[config.mk]
export PLATFORM = sky130hd
export DESIGN_NAME = sad_simd_acc
export DESIGN_NICKNAME = d
export VERILOG_FILES = /design/src/rtl/sad_pkg.sv /design/src/rtl/sad_lane_absdiff.sv /design/src/rtl/sad_row_reducer.sv /design/src/rtl/sad_row_tracker.sv /design/src/rtl/sad_simd_acc.sv
export SDC_FILE = /design/constraint.sdc
export NUM_CORES = 1
export LEC_CHECK = 0
export BUFFER_PORTS_ARGS = -buffer_cell sky130_fd_sc_hd__clkbuf_2
export CORE_ASPECT_RATIO = 0.75
export CORE_MARGIN = 4
export CORE_UTILIZATION = 59
export DETAILED_ROUTE_END_ITERATION = 12
export GPL_TIMING_DRIVEN = 0
export HOLD_SLACK_MARGIN = 0.12
export PLACE_DENSITY = 0.88
export SYNTH_ARGS = -nofsm -noshare
export SYNTH_HDL_FRONTEND = slang
export SYNTH_HIERARCHICAL = 1
export SYNTH_SLANG_ARGS = --single-unit
[constraint.sdc]
create_clock -name clk -period 3.3 [get_ports clk]
set_clock_uncertainty 0.1 [all_clocks]
set_input_delay 0.66 -clock clk [delete_from_list [all_inputs] [get_ports clk]]
set_output_delay 0.66 -clock clk [all_outputs]
set_load 0.005 [all_outputs]
[src/rtl/sad_pkg.sv]
package sad_pkg;

    localparam int DEF_PIX_W = 8;
    localparam int DEF_LANES = 16;
    localparam int DEF_ROWS  = 16;

    // Bits needed to hold n full-scale pixel magnitudes.
    function automatic int sum_width(input int pix_w, input int n);
        return $clog2(n * ((1 << pix_w) - 1) + 1);
    endfunction

endpackage

[src/rtl/sad_lane_absdiff.sv]
module sad_lane_absdiff #(
    parameter int PIX_W = sad_pkg::DEF_PIX_W
) (
    input  logic [PIX_W-1:0] cur_px,
    input  logic [PIX_W-1:0] prv_px,
    output logic [PIX_W-1:0] mag
);

    logic [PIX_W:0] diff_w;

    always_comb begin
        diff_w = {1'b0, cur_px} - {1'b0, prv_px};
        if (diff_w[PIX_W]) begin
            mag = PIX_W'(~diff_w + 1'b1);
        end else begin
            mag = diff_w[PIX_W-1:0];
        end
    end

    // magnitude bridges the two pixels
    always_comb begin
        p_mag_match_r1: assert ((cur_px >= prv_px) ? (cur_px == prv_px + mag)
                                                   : (prv_px == cur_px + mag));
    end

endmodule

[src/rtl/sad_row_reducer.sv]
module sad_row_reducer #(
    parameter int PIX_W = sad_pkg::DEF_PIX_W,
    parameter int LANES = sad_pkg::DEF_LANES
) (
    input  logic [PIX_W*LANES-1:0]                         cur_row,
    input  logic [PIX_W*LANES-1:0]                         prv_row,
    output logic [sad_pkg::sum_width(PIX_W, LANES)-1:0]    row_sum
);

    localparam int SUM_W = sad_pkg::sum_width(PIX_W, LANES);
    localparam int NODES = 2 * LANES - 1;

    // Heap-ordered tree: node k adds children 2k+1 and 2k+2, leaves at the tail.
    logic [SUM_W-1:0] node [NODES];
    logic [PIX_W-1:0] lane_mag [LANES];

    for (genvar g = 0; g < LANES; g++) begin : g_lane
        sad_lane_absdiff #(.PIX_W(PIX_W)) u_lane (
            .cur_px (cur_row[g*PIX_W +: PIX_W]),
            .prv_px (prv_row[g*PIX_W +: PIX_W]),
            .mag    (lane_mag[g])
        );
        assign node[LANES-1+g] = SUM_W'(lane_mag[g]);
    end

    for (genvar k = 0; k < LANES - 1; k++) begin : g_node
        assign node[k] = node[2*k+1] + node[2*k+2];
    end

    assign row_sum = node[0];

endmodule

[src/rtl/sad_row_tracker.sv]
module sad_row_tracker #(
    parameter int ROWS  = sad_pkg::DEF_ROWS,
    parameter int CNT_W = $clog2(ROWS)
) (
    input  logic [CNT_W-1:0] cnt_q,
    input  logic             start,
    output logic             is_first,
    output logic             is_last,
    output logic [CNT_W-1:0] cnt_d
);

    logic [CNT_W-1:0] index_w;

    always_comb begin
        index_w  = start ? '0 : cnt_q;
        is_first = (index_w == '0);
        is_last  = (index_w == CNT_W'(ROWS - 1));
        cnt_d    = is_last ? '0 : index_w + 1'b1;
    end

endmodule

[src/rtl/sad_simd_acc.sv]
module sad_simd_acc #(
    parameter int PIX_W = sad_pkg::DEF_PIX_W,
    parameter int LANES = sad_pkg::DEF_LANES,
    parameter int ROWS  = sad_pkg::DEF_ROWS
) (
    input  logic                                           clk,
    input  logic                                           rst_n,
    input  logic                                           in_valid,
    output logic                                           in_ready,
    input  logic                                           blk_start,
    input  logic [PIX_W*LANES-1:0]                         cur_row,
    input  logic [PIX_W*LANES-1:0]                         ref_row,
    output logic [sad_pkg::sum_width(PIX_W, LANES*ROWS)-1:0] sad_out,
    output logic                                           sad_done
);

    localparam int SUM_W   = sad_pkg::sum_width(PIX_W, LANES);
    localparam int ACC_W   = sad_pkg::sum_width(PIX_W, LANES * ROWS);
    localparam int CNT_W   = $clog2(ROWS);
    localparam int ROW_MAX = LANES * ((1 << PIX_W) - 1);
    localparam int BLK_MAX = ROWS * ROW_MAX;

    typedef struct packed {
        logic             ready;
        logic             s1_valid;
        logic             s1_first;
        logic             s1_last;
        logic [SUM_W-1:0] s1_sum;
        logic [CNT_W-1:0] cnt;
        logic [ACC_W-1:0] acc;
        logic             done;
    } state_t;

    state_t st_q, st_d;

    logic [SUM_W-1:0] row_sum_w;
    logic             first_w, last_w;
    logic [CNT_W-1:0] cnt_next_w;
    logic             accept_w;

    sad_row_reducer #(.PIX_W(PIX_W), .LANES(LANES)) u_reduce (
        .cur_row (cur_row),
        .prv_row (ref_row),
        .row_sum (row_sum_w)
    );

    sad_row_tracker #(.ROWS(ROWS), .CNT_W(CNT_W)) u_track (
        .cnt_q    (st_q.cnt),
        .start    (blk_start),
        .is_first (first_w),
        .is_last  (last_w),
        .cnt_d    (cnt_next_w)
    );

    assign accept_w = in_valid & st_q.ready;

    always_comb begin
        st_d          = st_q;
        st_d.ready    = 1'b1;
        st_d.s1_valid = accept_w;
        st_d.done     = 1'b0;
        if (accept_w) begin
            st_d.s1_first = first_w;
            st_d.s1_last  = last_w;
            st_d.s1_sum   = row_sum_w;
            st_d.cnt      = cnt_next_w;
        end
        if (st_q.s1_valid) begin
            st_d.acc  = (st_q.s1_first ? '0 : st_q.acc) + ACC_W'(st_q.s1_sum);
            st_d.done = st_q.s1_last;
        end
    end

    always_ff @(posedge clk or negedge rst_n) begin
        if (!rst_n) begin
            st_q <= '0;
        end else begin
            st_q <= st_d;
        end
    end

    assign in_ready = st_q.ready;
    assign sad_out  = st_q.acc;
    assign sad_done = st_q.done;

    // done never lasts two cycles
    p_done_pulse_r5: assert property (@(posedge clk) disable iff (!rst_n)
        sad_done |=> !sad_done);

    // no accepted row in flight leaves the total untouched
    p_idle_hold_r6: assert property (@(posedge clk) disable iff (!rst_n)
        !st_q.s1_valid |=> $stable(sad_out));

    // a block-opening row replaces the total
    p_first_replaces_r4: assert property (@(posedge clk) disable iff (!rst_n)
        (st_q.s1_valid && st_q.s1_first) |=> (sad_out == ACC_W'($past(st_q.s1_sum))));

    // the total never exceeds the full-scale block sum
    p_no_overflow_r3: assert property (@(posedge clk) disable iff (!rst_n)
        st_q.s1_valid |-> ((int'(st_q.s1_first ? '0 : st_q.acc) + int'(st_q.s1_sum)) <= BLK_MAX));

    // a registered row sum stays within sixteen full-scale lanes
    p_row_bound_r2: assert property (@(posedge clk) disable iff (!rst_n)
        st_q.s1_valid |-> (int'(st_q.s1_sum) <= ROW_MAX));

endmodule

==> out/qor.txt <==
result of the run = finished, violations left
failing checks = negative setup slack
vias per cell = 5.57
highest achievable clock rate = 145 MHz
post-layout min period = 6.92 ns
kind of cell adding the most delay to the critical path = adder cells
Total Neg Setup Slack = -34.72 ns
fin crit share = 210%
Worst-path clk slew = 0.07 ns
number of antenna violations at the first check in global routing = 1
count of antenna diodes in the layout = 0
total iterations of the first detailed-routing run = 6
number of synthesized flops with an enable pin = 0
vias in the first global route = 13200
total setup violations reported at the end of the flow = 11
die extent in x = 186 µm
initial core utilization = 60.5%
setup slack on the worst flop-to-flop path = 0.23 ns
Crit Path Max Fanout = 4
number of nets at the end of the flow = 2687
biggest area consumer among synthesized cells = sky130_fd_sc_hd__ha_1
post-synthesis sequential area ratio = 6.59%
wire length per cell = 15.3 µm
setup repair after global routing missed its margin = yes
overall die area = 26400 µm²
pin count of the biggest net entering global routing = 38
hold bufs inserted after CTS = 0
CTS Buf Count = 5
sink of the worst hold path = sad_done
cell at the root of the clock tree = sky130_fd_sc_hd__clkbuf_16
count of maximum capacitance violations = 0
Post-synth top flop = sky130_fd_sc_hd__dfrtp_1
area of the mapped netlist = 14100 µm²
flip-flop and latch count after synthesis = 37
depth of the critical timing path with buffers and inverters included = 30
path class of the lowest-slack min-delay path = reg -> reg
number of cell rows = 48
final number of max-transition violations = 0
async set or reset register ratio after synthesis = 100%
share of the synthesized area in the top cell type = 20.8%
biggest area contributors in the synthesized netlist = sky130_fd_sc_hd__ha_1, sky130_fd_sc_hd__xnor2_1, sky130_fd_sc_hd__fa_1, sky130_fd_sc_hd__inv_1, sky130_fd_sc_hd__dfrtp_1
net count of the mapped netlist = 2364
biggest cell delay along the critical path = 0.56 ns
element type at the critical path end = flip-flop
routed vias = 13500
first-pass GRT wire length = 58.6 mm
Worst Path Required = 3.37 ns
Worst-Margin Slew = 0.991 ns
GRT overflow = 0
Crit path top cell by count = sky130_fd_sc_hd__fa_2
drc violations = 0
hold-critical path depth = 1
final count of hold timing violations = 0
most frequent cells after synthesis = sky130_fd_sc_hd__inv_1, sky130_fd_sc_hd__ha_1, sky130_fd_sc_hd__nor2_1
Total GRT Usage = 26.1%
total clock sinks = 37
clock tree from TritonCTS = built
FF-to-FF path depth = 8
relative area change from synthesis to final layout = 22.7%
count of routing violations after the opening detailed-route iteration = 855
final weighted congestion in routability-driven placement = 0.879
Max Buffers Root-to-Sink = 2
post-synthesis average cell area = 7.84 µm²
relative max-transition margin = 33.9%
most instantiated library cell after synthesis = sky130_fd_sc_hd__inv_1
non-filler cells, final = 2416
total detailed-routing wirelength = 37.0 mm
Cells after Synth = 1792
number of buffers and inverters on the critical path = 6
number of port buffers = 277
number of placed instances with taps included = 2369
placeable core area = 23200 µm²
synth unique cells = 58
launching point of the worst reg2reg path = st_q[34]
slowest stage cell on the critical path = sky130_fd_sc_hd__fa_2
remaining number of nets flagged by the antenna check after routing = 0
height of the die = 142 µm
proportion of layout cells with a drive suffix above 1 = 27.3%
endpoint of the lowest-slack register-to-register path = sad_out[12]
beginning of the worst hold path = st_q[33]
setup slack of the critical path after layout = -3.62 ns
HPWL Detailed = 30.3 mm
kind of start point of the critical path = input pin
I/O pins = 278
critical path type = in -> reg
warning count from the yosys run = 6
H-tree depth reported by CTS = 2
clock latency of the later-clocked register in the worst-skew pair = 0.29 ns
CP Data Arrival Time = 6.99 ns
==> per-stage QoR <==
stage / hold WS [ns] / setup slack (ns) / cell area, µm² / utilization [%]
after CTS: 0.396 / -3.52 / 16800 / 72.2
after global placement: 0.366 / -3.93 / 16200 / 69.6
after global routing: 0.411 / -3.83 / 17200 / 74.2
after detailed placement: 0.376 / -4.07 / 16200 / 69.6
final: 0.390 / -3.62 / 17200 / 74.2
after floorplan: 0.264 / -3.35 / 14400 / -
==> sequential cells by signal (all words and copies together) (netlist names) <==
register  count
sad_done      1
in_ready      1
st_q         19
sad_out      16
==> area by class of cell <==
type | instances | area [µm²]
Fill cell | 1677 | 6000
Inverter | 294 | 1140
Buffer | 24 | 159
Sequential cell | 37 | 926
Clock inverter | 2 | 38.8
Tap cell | 300 | 375
Multi-Input combinational cell | 1437 | 12800
Timing Repair Buffer | 316 | 1710
Clock buffer | 6 | 129
==> worst register-to-register path: stages, from the launching register on <==
cell and delay (ns):
sky130_fd_sc_hd__dfrtp_1 0.54, sky130_fd_sc_hd__clkbuf_1 0.44, sky130_fd_sc_hd__nor2b_1 0.10, sky130_fd_sc_hd__ha_1 0.35, sky130_fd_sc_hd__a21oi_1 0.33, sky130_fd_sc_hd__o211ai_1 0.22
sky130_fd_sc_hd__a2111oi_0 0.61, sky130_fd_sc_hd__o21ai_0 0.20, sky130_fd_sc_hd__nand3_1 0.12
==> layer usage <==
metal	vias up	part of all wire, %	global-route usage (%)
li1	6702	-	-
met1	6299	45	35.8
met2	396	47	45.6
met3	66	5.6	2.05
met4	2	1.8	4.56
met5	-	0.019	0
==> cells by family (layout without fill, tap and decap cells) <==
kind of cell    after synthesis  after routing  synth area share [%]
xor+xnor                    236            236                  14.7
fa+ha+maj                   312            312                  31.9
simple gates                407            407                  13.8
buf+inv                     318            642                  8.98
flops                        37             37                  6.59
mux                          43             43                  3.44
other cells                   1              1                0.0267
compound gates              438            438                  20.6
==> cells in the final DEF (no fill, tap or decap), types with 14 or more instances in the layout <==
cell type                    n
sky130_fd_sc_hd__xor2_1     43
sky130_fd_sc_hd__o21ai_0    45
sky130_fd_sc_hd__ha_4       18
sky130_fd_sc_hd__a21oi_1    98
sky130_fd_sc_hd__o21ai_1    20
sky130_fd_sc_hd__inv_1     252
sky130_fd_sc_hd__inv_2      36
sky130_fd_sc_hd__o31ai_1    34
sky130_fd_sc_hd__a21oi_2    18
sky130_fd_sc_hd__dfrtp_1    37
sky130_fd_sc_hd__nor2b_1    34
sky130_fd_sc_hd__o21bai_1   18
sky130_fd_sc_hd__mux2_4     14
sky130_fd_sc_hd__ha_1      211
sky130_fd_sc_hd__and3_1     23
sky130_fd_sc_hd__xnor2_1   172
sky130_fd_sc_hd__a21o_1     38
sky130_fd_sc_hd__o21a_1     53
sky130_fd_sc_hd__nor2_1    191
sky130_fd_sc_hd__buf_4      53
sky130_fd_sc_hd__fa_1       57
sky130_fd_sc_hd__nand2b_1   21
sky130_fd_sc_hd__nor3_1     21
sky130_fd_sc_hd__mux2_2     29
sky130_fd_sc_hd__clkbuf_2  275
sky130_fd_sc_hd__nand2_1    36
sky130_fd_sc_hd__nand3_1    23
sky130_fd_sc_hd__fa_2       21
sky130_fd_sc_hd__a31oi_1    42
==> how the worst max path moves through the flow <==
stage | startpoint | to | slack [ns]
floorplan | cur_row[80] | st_q[31] | -3.35
global placement | cur_row[112] | st_q[31] | -3.93
detailed placement | cur_row[112] | st_q[31] | -4.07
CTS | cur_row[80] | st_q[31] | -3.52
global route | cur_row[120] | st_q[30] | -3.83
finish | cur_row[80] | st_q[30] | -3.62
==> timing repair <==
action	in CTS	in global routing
endpoints found under the setup margin	11	11
buffers inserted	17	22
pin swaps	80	51
resized for setup	57	68
Power is left out: the tool's default activity adds up to more than one toggle a clock period on the data nets, which glitch-free logic cannot reach.
